### src/rtl/tod_pkg.sv
package tod_pkg;

  localparam int DIGIT_W    = 4;
  localparam int NUM_DIGITS = 6;

  typedef enum logic [1:0] {
    DK_UNITS,
    DK_TENS,
    DK_HR_UNITS,
    DK_HR_TENS
  } digit_kind_e;

  // Role of each position in the chain, lowest digit first.
  function automatic digit_kind_e kind_of(input int pos);
    case (pos)
      1, 3:    return DK_TENS;
      4:       return DK_HR_UNITS;
      5:       return DK_HR_TENS;
      default: return DK_UNITS;
    endcase
  endfunction

  // True when the incremented value 'raw' is past the digit's last legal code.
  function automatic logic digit_overflow(input digit_kind_e kind,
                                          input logic [DIGIT_W-1:0] raw,
                                          input logic tens_at_two);
    logic past_nine;
    past_nine = raw[3] & (raw[2] | raw[1]);
    case (kind)
      DK_UNITS:    return past_nine;
      DK_TENS:     return raw == 4'd6;
      DK_HR_UNITS: return tens_at_two ? (raw == 4'd4) : past_nine;
      default:     return raw[1] & raw[0];
    endcase
  endfunction

endpackage

### src/rtl/tod_reset_sync.sv
module tod_reset_sync #(
  parameter int STAGES = 2
) (
  input  logic clk,
  input  logic rst_n_in,
  output logic rst_active
);

  logic [STAGES-1:0] sync_q;

  always_ff @(posedge clk) begin
    sync_q <= {sync_q[STAGES-2:0], rst_n_in};
  end

  assign rst_active = ~sync_q[STAGES-1];

endmodule

### src/rtl/tod_digit.sv
module tod_digit
  import tod_pkg::*;
#(
  parameter digit_kind_e KIND = DK_UNITS
) (
  input  logic               clk,
  input  logic               srst,
  input  logic               inc,
  input  logic               tens_at_two,
  output logic [DIGIT_W-1:0] value,
  output logic               carry
);

  localparam int STORE_W = (KIND == DK_HR_TENS) ? 2 : DIGIT_W;

  logic [STORE_W-1:0] cnt_q;
  logic [DIGIT_W-1:0] raw;
  logic               ovf;

  assign raw   = DIGIT_W'(cnt_q) + DIGIT_W'(1);
  assign ovf   = digit_overflow(KIND, raw, tens_at_two);
  assign carry = inc & ovf;
  assign value = DIGIT_W'(cnt_q);

  always_ff @(posedge clk) begin
    if (srst) begin
      cnt_q <= '0;
    end else if (inc) begin
      cnt_q <= ovf ? '0 : raw[STORE_W-1:0];
    end
  end

endmodule

### src/rtl/tod_bcd_counter.sv
module tod_bcd_counter
  import tod_pkg::*;
#(
  parameter int SYNC_STAGES = 2
) (
  input  logic               clk,
  input  logic               rst_n,
  input  logic               sec_tick,
  output logic [DIGIT_W-1:0] sec_ones,
  output logic [DIGIT_W-1:0] sec_tens,
  output logic [DIGIT_W-1:0] min_ones,
  output logic [DIGIT_W-1:0] min_tens,
  output logic [DIGIT_W-1:0] hr_ones,
  output logic [DIGIT_W-1:0] hr_tens,
  output logic               day_wrap
);

  localparam int LAST = NUM_DIGITS - 1;

  logic                 rst_active;
  logic                 hr_tens_two;
  logic [NUM_DIGITS-1:0] step_w;
  logic [NUM_DIGITS-1:0] carry_w;
  logic [DIGIT_W-1:0]   dig_w [NUM_DIGITS];
  logic                 wrap_q;

  tod_reset_sync #(.STAGES(SYNC_STAGES)) u_rst_sync (
    .clk        (clk),
    .rst_n_in   (rst_n),
    .rst_active (rst_active)
  );

  assign hr_tens_two = (dig_w[LAST] == DIGIT_W'(2));
  assign step_w      = {carry_w[NUM_DIGITS-2:0], sec_tick};

  for (genvar g = 0; g < NUM_DIGITS; g++) begin : g_digit
    tod_digit #(.KIND(kind_of(g))) u_digit (
      .clk         (clk),
      .srst        (rst_active),
      .inc         (step_w[g]),
      .tens_at_two (hr_tens_two),
      .value       (dig_w[g]),
      .carry       (carry_w[g])
    );
  end

  always_ff @(posedge clk) begin
    if (rst_active) wrap_q <= 1'b0;
    else            wrap_q <= carry_w[LAST];
  end

  assign sec_ones = dig_w[0];
  assign sec_tens = dig_w[1];
  assign min_ones = dig_w[2];
  assign min_tens = dig_w[3];
  assign hr_ones  = dig_w[4];
  assign hr_tens  = dig_w[5];
  assign day_wrap = wrap_q;

endmodule

### config.mk
export PLATFORM = sky130hd
export DESIGN_NAME = tod_bcd_counter
export DESIGN_NICKNAME = d
export VERILOG_FILES = /design/src/rtl/tod_pkg.sv /design/src/rtl/tod_reset_sync.sv /design/src/rtl/tod_digit.sv /design/src/rtl/tod_bcd_counter.sv
export SDC_FILE = /design/constraint.sdc
export NUM_CORES = 1
export LEC_CHECK = 0
export BUFFER_PORTS_ARGS = -buffer_cell sky130_fd_sc_hd__buf_2
export CORE_UTILIZATION = 54
export CTS_CLUSTER_DIAMETER = 40
export DETAILED_ROUTE_END_ITERATION = 16
export PLACE_DENSITY = 0.81
export SLEW_MARGIN = 30
export SYNTH_ARGS = -nofsm -noshare
export SYNTH_HDL_FRONTEND = slang
export SYNTH_SLANG_ARGS = --single-unit
### constraint.sdc
create_clock -name clk -period 2.7 [get_ports clk]
set_clock_uncertainty 0.1 [all_clocks]
set_input_delay 0.54 -clock clk [delete_from_list [all_inputs] [get_ports clk]]
set_output_delay 0.54 -clock clk [all_outputs]
set_load 0.02 [all_outputs]
* After elaboration in Yosys (flattened, before gate mapping) *
Cells that the tools add are included.
W data, S select, Z words.

word-level totals
  flip-flop bits (word level) = 25
  input port bits = 3
  output and inout bits = 25
  word-level logic and storage cells = 38

cells by class
  $add $sub $neg = 6
  equality and inequality tests = 4
  muxes and demuxes = 7
  bitwise gates (word level) = 13

operator list
  cell                   number
  $add A4 B1 Y4 const B  5
  $mux W4                5
  $eq A4 B3 Y1 const B   3
  $and A1 B1 Y1          10
  $or A1 B1 Y1           3
  $add A2 B1 Y2 const B  1
  $eq A2 B2 Y1 const B   1
  $mux W2                1
  $mux W1                1

* Logic depth before layout (Yosys ltp) *
Gate-level depths: netlist (run 1).

  depth after elaboration = 9
  depth in mapped cells = 8
  depth with buffers taken out = 7

* Cells and area by module *
A second synthesis (run 1) with hierarchy kept.

unflattened totals
  cell total of the unflattened synthesis = 157
  area total of the unflattened synthesis = 1,471.4 µm²

modules (own cells, without submodules)
  module                               times used  cells an instance  area each (µm²)  sequential area each (µm²)
  tod_digit at g_digit[0].u_digit ...  2           31                 265.3            80.1
  tod_digit at g_digit[1].u_digit ...  2           23                 227.7            80.1
  tod_digit at g_digit[4].u_digit      1           31                 294.0            80.1
  tod_digit at g_digit[5].u_digit      1           12                 106.4            40.0
  tod_reset_sync                       1           3                  43.8             40.0
  tod_bcd_counter                      1           3                  41.3             20.0

* Least setup slack after synthesis (run 1) *
OpenSTA, ideal clock, no wires.

  path kind = register -> register
  from = register g_digit[2].u_digit.cnt_q[0]
  to = register g_digit[3].u_digit.cnt_q[3]
  setup time = 0.059 ns
  arrival = 2.131 ns
  data required time = 2.541 ns
  setup slack = 0.410 ns
  stages on the path, launching flop included = 8
  path buffers = 1
  period minus slack after synthesis = 2.290 ns
  cells stage by stage = dfxtp_1 -> ha_1 -> o21ai_0 -> a221oi_2 -> or3b_1 -> buf_2 -> or4_1 -> nand2_1

on the way
  word-level cells in the longest chain between the ends = 4

ends and longest elaborated chain
  item                    RTL line         RTL
  from (decl)             tod_digit.sv:16  logic [STORE_W-1:0] cnt_q;
  from (signal assigned)  tod_digit.sv:29  cnt_q <= ovf ? '0 : raw[STORE_W-1:0];
  $add A4 B1 Y4 *         tod_digit.sv:20  assign raw = DIGIT_W'(cnt_q) + DIGIT_W'(1);
  $or A1 B1 Y1            tod_pkg.sv:28    past_nine = raw[3] & (raw[2] | raw[1]);
  $and A1 B1 Y1 *         tod_pkg.sv:28
  $and A1 B1 Y1 *         tod_digit.sv:22  assign carry = inc & ovf;
  to (signal assigned)    tod_digit.sv:29
  to (decl)               tod_digit.sv:16

Every way passes the cells marked *; elsewhere a longest branch is shown, timed or not.
A chain may end at the register's enable or synchronous reset.

* Worst setup path after layout (run 1) *
  from = register g_digit[2].u_digit.cnt_q[0]
  to = register g_digit[3].u_digit.cnt_q[1]

The elaborated chain is that of the path after synthesis.

==> results of run 1 <==
==> synth_stat cells (2+ instances only) <==
cell type,instances,area (um2)
dfxtp_1,25,500
a21oi_1,17,85.1
nor2_1,15,56.3
nand2_1,14,52.6
o21ai_0,10,50.1
ha_1,8,100
nand3_1,8,40.0
inv_1,6,22.5
xor2_1,6,52.6
nor3_1,5,25.0
clkbuf_1,3,11.3
nand2b_1,3,18.8
nand3_2,3,30.0
nor2b_1,3,18.8
xnor2_1,3,26.3
a211o_1,2,17.5
buf_2,2,10.0
buf_4,2,15.0
o211ai_1,2,15.0
o31ai_1,2,15.0
or3_1,2,12.5
or4_1,2,15.0
==> stage by stage <==
stage / instance area, um2 / power [mW] / instances / setup slack, ns / utilization, %
after global routing: 1590 / 0.606 / 221 / 0.135 / 63.4
final: 1590 / 0.581 / 221 / 0.322 / 63.4
after global placement: 1560 / 0.421 / 217 / 0.453 / 62.3
after floorplan: 1440 / 0.419 / 169 / 0.410 / -
after detailed placement: 1560 / 0.422 / 217 / 0.362 / 62.3
after CTS: 1590 / 0.584 / 221 / 0.319 / 63.4
==> final timing paths <==
check	start	endpoint	slack, ns	depth (start not counted)
worst max-delay path	g_digit[2].u_digit.value[0]	g_digit[3].u_digit.value[1]	0.32	6
worst min-delay path	rst_n	u_rst_sync.sync_q[0]	0.22	1
worst max register to register	g_digit[2].u_digit.value[0]	g_digit[3].u_digit.value[1]	0.32	6
worst min register to register	u_rst_sync.sync_q[0]	u_rst_sync.sync_q[1]	0.24	0
==> kinds of logic after synthesis <==
kind of cell	synth area share, %
other cells	0.260
xor+xnor	6.60
compound gates	19.3
fa+ha+maj	6.95
mux	1.48
buf+inv	5.47
flops	34.8
simple gates	25.2
==> metal layers <==
layer | wire, um | GRT usage [%] | part of all wire, % | vias to the layer above
li1 | - | - | - | 639
met1 | 1330 | 28.2 | 46 | 610
met2 | 1440 | 40.8 | 50 | 30
met3 | 85 | 2.54 | 3.0 | 2
met4 | 16 | 5.70 | 0.56 | 0
met5 | 0 | 0 | 0 | -
==> area by class of cell <==
| type | instances | area share [%] |
|---|---|---|
| clock inverters | 1 | 0.316 |
| well taps | 30 | 2.37 |
| clock buffers | 3 | 1.42 |
| multi-input cells | 130 | 54.5 |
| flip-flops and latches | 25 | 31.6 |
| repair buffers | 26 | 8.37 |
| inverters | 6 | 1.42 |
==> flip-flops by register name, summed over array words and instances, names as in the netlist <==
signal                 cells
g_digit.u_digit.cnt_q      2
g_digit.u_digit.value     20
day_wrap                   1
u_rst_sync.sync_q          2
==> power by group through the flow <==
stage | clock network, mW | logic, mW | registers (mW)
2_1_floorplan | 0 | 0.0281 | 0.390
3_3_place_gp | 0 | 0.0337 | 0.387
3_5_place_dp | 0 | 0.0341 | 0.387
4_1_cts | 0.170 | 0.0344 | 0.379
5_1_grt | 0.187 | 0.0378 | 0.381
6_report | 0.167 | 0.0345 | 0.379
==> metrics, run 1 <==
IO Count=28; clock sinks=25; Seq pwr share=between 60% and 70%; Inserted Clock Buffers=3; fillers=between 200 and 250; Initial Utilization=between 50% and 60%; Placer Congestion=around 0.90; Final Cycle Share=~90%; Synth cell types=47; initial antenna violation count=0; status=finished clean; CP top delay family=simple AND/OR/NAND/NOR gates; internal power=approximately 0.44 mW; Logic pwr share=under 10%; DRC Markers=0; Nets=203; post-cts gate resize count=0; Syn Inst Count=roughly 170; wire length per cell=about 13 um; Detail Route Antenna Nets=0; clk buf depth=2; Die Height=roughly 54 um; #FFs+latches synth=25; crit path DAT=~2.5 ns; Worst path max stage delay=0.49 ns; Pre-antenna DRT Iters=4; Final Setup Violations=0; first-pass GRT wire length=between 4000 and 5000 um; clock share of power=28.8%; Routed WL=~2900 um; Avg Cell Area, Syn=8.57 um2; sequential area share after synthesis=a little over a third; vias in the first global route=1136; gr ovfl total=0; Setup Crit Path Kind=reg -> reg; CP max-delay cell=or3b_1; port bufs=25; largest net degree at the start of global routing=22; DRT iter0 DRCs=31; RSZ-0062 raised after global routing=false; setup TNS=0 ns; P_sw=0.139 mW; top achievable clock speed=0.421 GHz; crit-path cells=ha_1 > o21ai_0 > a221oi_2 > or3b_1 > or3_1 > a21oi_1; vias=about 1300; vias per inst=5.80; Post-synth EDFFs=0; All-Layer GR Usage=22.6%; CTS root buf=clkbuf_4; hold buffers post-CTS=0; Mapped Area=around 0.0014 mm2; highest net fanout along the worst path=8; worst slew pin tran=approximately 0.64 ns; buffers and inverters on the worst path=0; critical path capture point type=register; postcts setup bufs=0; WHS=0.215 ns; FFs w/ async S/R, synth=0%; Worst setup SP type=register; max-capacitance violation count=0; leakage power=around 0.70 nW; Period minus WS final=2.38 ns; CP required=2.85 ns; worst skew pair latency=roughly 0.31 ns; die area=between 0.002 and 0.003 mm2; most frequent cells in the layout=dfxtp_1 (25), buf_2 (25), a21oi_1 (17); Multi-input gate area=865 um2; CTS tree=yes; diode count=0; Pwr Density=roughly 370 mW/mm2; switching share of power=roughly a quarter; FF/Latch Area=roughly 500 um2; H-Tree Depth=1; area grow syn2layout=10.1%; Hold Path Class=in -> reg; Slew HR=~57%; Slew Viols, Final=0; Yosys warning total=0; Synth Flop Type=dfxtp_1; layout cell share with drive strength beyond 1=roughly a fifth; chip width=53.6 um; Worst IR Drop VDD=~0.00024 V; core area=roughly 0.0025 mm2; clock-pin slew on the worst setup and hold paths=between 0.1 and 0.15 ns; Final Hold Viols=0; dpl hpwl=about 2100 um; FP Rows=18
Note: power is estimated with default switching activity, not from simulation.
==> run 2, diff against run 1 <==
SYNTH_HIERARCHICAL = 1   (was unset)
==> metrics, run 2 <==
status=finished clean (unchanged); Nets=204 (was 203); Post-synth EDFFs=0 (unchanged); Mapped Area=0.00147 mm2 (was 0.00144 mm2); Synth area leader=dfxtp_1 (unchanged); clk buf depth=2 (unchanged); final worst slack=0.104 ns (was 0.322 ns); DRT iter0 DRCs=14 (was 31); die area=0.00294 mm2 (was 0.00288 mm2); WHS=0.218 ns (was 0.215 ns); Detail Route Antenna Nets=0 (unchanged); Syn Inst Count=157 (was 168); clock share of power=27.2% (was 28.8%); Hold Path Class=in -> reg (unchanged); H-Tree Depth=1 (unchanged); Setup Crit Path Kind=reg -> reg (unchanged); Largest register FFs=20 (unchanged); Routed WL=3060 um (was 2870 um); Die Height=54.2 um (was 53.6 um); worst skew pair latency=0.32 ns (was 0.31 ns); Placer Congestion=0.854 (was 0.897); chip width=54.2 um (was 53.6 um); first-pass GRT wire length=4710 um (was 4880 um); Avg Cell Area, Syn=9.37 um2 (was 8.57 um2); highest net fanout along the worst path=9 (was 8); internal power=0.459 mW (was 0.442 mW); R2R Setup Slk=0.10 ns (was 0.32 ns); Final Cycle Share=96.1% (was 88.1%); port bufs=25 (unchanged); P_sw=0.166 mW (was 0.139 mW); area grow syn2layout=21.5% (was 10.1%); FP Rows=18 (unchanged); dpl hpwl=2160 um (was 2140 um); clock sinks=25 (unchanged); max-capacitance violation count=0 (unchanged); Synth cell types=42 (was 47); Logic pwr share=11.1% (was 5.9%); FFs w/ async S/R, synth=0% (unchanged); GR peak layer=met2 (unchanged); Yosys warning total=6 (was 0); filler-free cell count of the finished design=223 (was 221); diode count=0 (unchanged); Seq pwr share=61.7% (was 65.3%); CTS tree=yes (unchanged); All-Layer GR Usage=21.9% (was 22.6%); vias=1275 (was 1281); setup TNS=0 ns (unchanged); Synth Flop Type=dfxtp_1 (unchanged); IO Count=28 (unchanged); top cells by instance count after synthesis=dfxtp_1 (25), inv_1 (12), nand2_1 (10) (was dfxtp_1 (25), a21oi_1 (17), nor2_1 (15)); global routing met1 resource utilization=26.9% (was 28.2%); largest net degree at the start of global routing=22 (unchanged); leading post-synthesis cells by cell area=dfxtp_1 (34%), ha_1 (6.0%), xor2_1 (4.8%), xnor2_1 (3.6%), inv_1 (3.1%) (was dfxtp_1 (35%), ha_1 (7.0%), a21oi_1 (5.9%), nor2_1 (3.9%), nand2_1 (3.6%)); leakage power=0.717 nW (was 0.702 nW); crit path DAT=2.71 ns (was 2.53 ns); sequential area share after synthesis=34.0% (was 34.8%); DRC Markers=0 (unchanged); met3 Resource Use GR=2.82% (was 2.54%); commonest non-fill, non-tap cell in the layout=buf_2; critical path capture point type=register (unchanged); CP required=2.82 ns (was 2.85 ns); wire length per cell=13.7 um (was 13.0 um); clock-pin slew on the worst setup and hold paths=0.15 ns (was 0.14 ns); layout cell share with drive strength beyond 1=35.2% (was 19.9%); Setup WS pre-CTS=-0.0376 ns (was 0.362 ns); Period minus WS final=2.60 ns (was 2.38 ns); Pwr Density=349 mW/mm2 (was 367 mW/mm2); M2 GR Usage=38.0% (was 40.8%); switching share of power=26.6% (was 24.0%); initial antenna violation count=0 (unchanged); Inserted Clock Buffers=3 (unchanged); #FFs+latches synth=25 (unchanged); gr ovfl total=0 (unchanged); total power=0.625 mW (was 0.581 mW); Final Hold Viols=0 (unchanged); top cell type's share of synthesized area=34.0% (was 34.8%); most frequent cells in the layout=buf_2 (25), dfxtp_1 (22), inv_1 (11) (was dfxtp_1 (25), buf_2 (25), a21oi_1 (17)); Initial Utilization=58.3% (was 57.6%); CTS root buf=clkbuf_4 (unchanged); fillers=201 (was 222); worst slew pin tran=0.661 ns (was 0.637 ns); DP Cell Count=215 (was 217); top achievable clock speed=0.385 GHz (was 0.421 GHz); Pre-antenna DRT Iters=4 (unchanged); vias in the first global route=1143 (was 1136); Worst setup SP type=register (unchanged); Final Setup Violations=0 (unchanged); top-count cell post-synth=dfxtp_1 (unchanged); hold buffers post-CTS=0 (unchanged); vias per inst=5.72 (was 5.80); Slew HR=55.9% (was 57.5%); Worst IR Drop VDD=0.000235 V (was 0.000245 V); core area=0.00252 mm2 (was 0.00250 mm2); Slew Viols, Final=0 (unchanged)
-- run 2: worst max-delay path, cell delays in order, from the launching register on --
cell	delay (ns)
dfxtp_4	0.39
ha_4	0.18
xnor2_4	0.17
nand2_2	0.09
and3_4	0.15
and3_4	0.15
and2_4	0.16
and3_4	0.15
and3_4	0.15
and2_4	0.13
buf_4	0.15
and3_2	0.18
a2111oi_2	0.33
-- run 2: repair_timing --
action	in CTS	in global routing
setup buffers	1	3
pin swaps	0	3
endpoints found under the hold margin	0	0
endpoints found under the setup margin	2	4
gates resized for setup	1	5
-- run 2: through the flow --
stage | cell area (um2) | util (%)
final | 1790 | 70.9
after global routing | 1790 | 70.9
after CTS | 1740 | 69.1
after detailed placement | 1700 | 67.5
after global placement | 1700 | 67.5
after floorplan | 1520 | -
-- run 2: area by class of cell --
cell class / instances / area (um2) / share of cell area (%)
clock buffers: 3 / 22.5 / 1.26
clock inverters: 1 / 5.00 / 0.280
inverters: 12 / 45.0 / 2.52
multi-input cells: 119 / 981 / 54.9
flip-flops and latches: 25 / 512 / 28.6
well taps: 30 / 37.5 / 2.10
repair buffers: 33 / 185 / 10.4
-- run 2: layer usage --
metal	routed length [um]	vias to the layer above
li1	-	632
met1	1410	610
met2	1530	29
met3	100	4
met4	25	0
met5	0	-
-- run 2: logic make-up after synthesis --
family	synth area share [%]
compound gates	19.3
xor+xnor	9.44
fa+ha+maj	5.95
buf+inv	4.08
flops	34.0
other cells	0.255
simple gates	27.0
-- run 2: path summary, 6_finish.rpt --
kind | startpoint | end | cells past startpoint
setup / recovery | g_digit[0].u_digit/value[0] | g_digit[4].u_digit/value[2] | 12
hold / removal | rst_n | u_rst_sync/sync_q[0] | 1
setup reg to reg | g_digit[0].u_digit/value[0] | g_digit[4].u_digit/value[2] | 12
hold reg to reg | u_rst_sync/sync_q[0] | u_rst_sync/sync_q[1] | 0
-- run 2: power groups by stage --
stage          logic [mW]  registers, mW  clock network (mW)
6_report           0.0693          0.385               0.170
5_1_grt            0.0737          0.387               0.184
4_1_cts            0.0595          0.385               0.174
3_5_place_dp       0.0580          0.394                   0
3_3_place_gp       0.0557          0.393                   0
2_1_floorplan      0.0365          0.399                   0
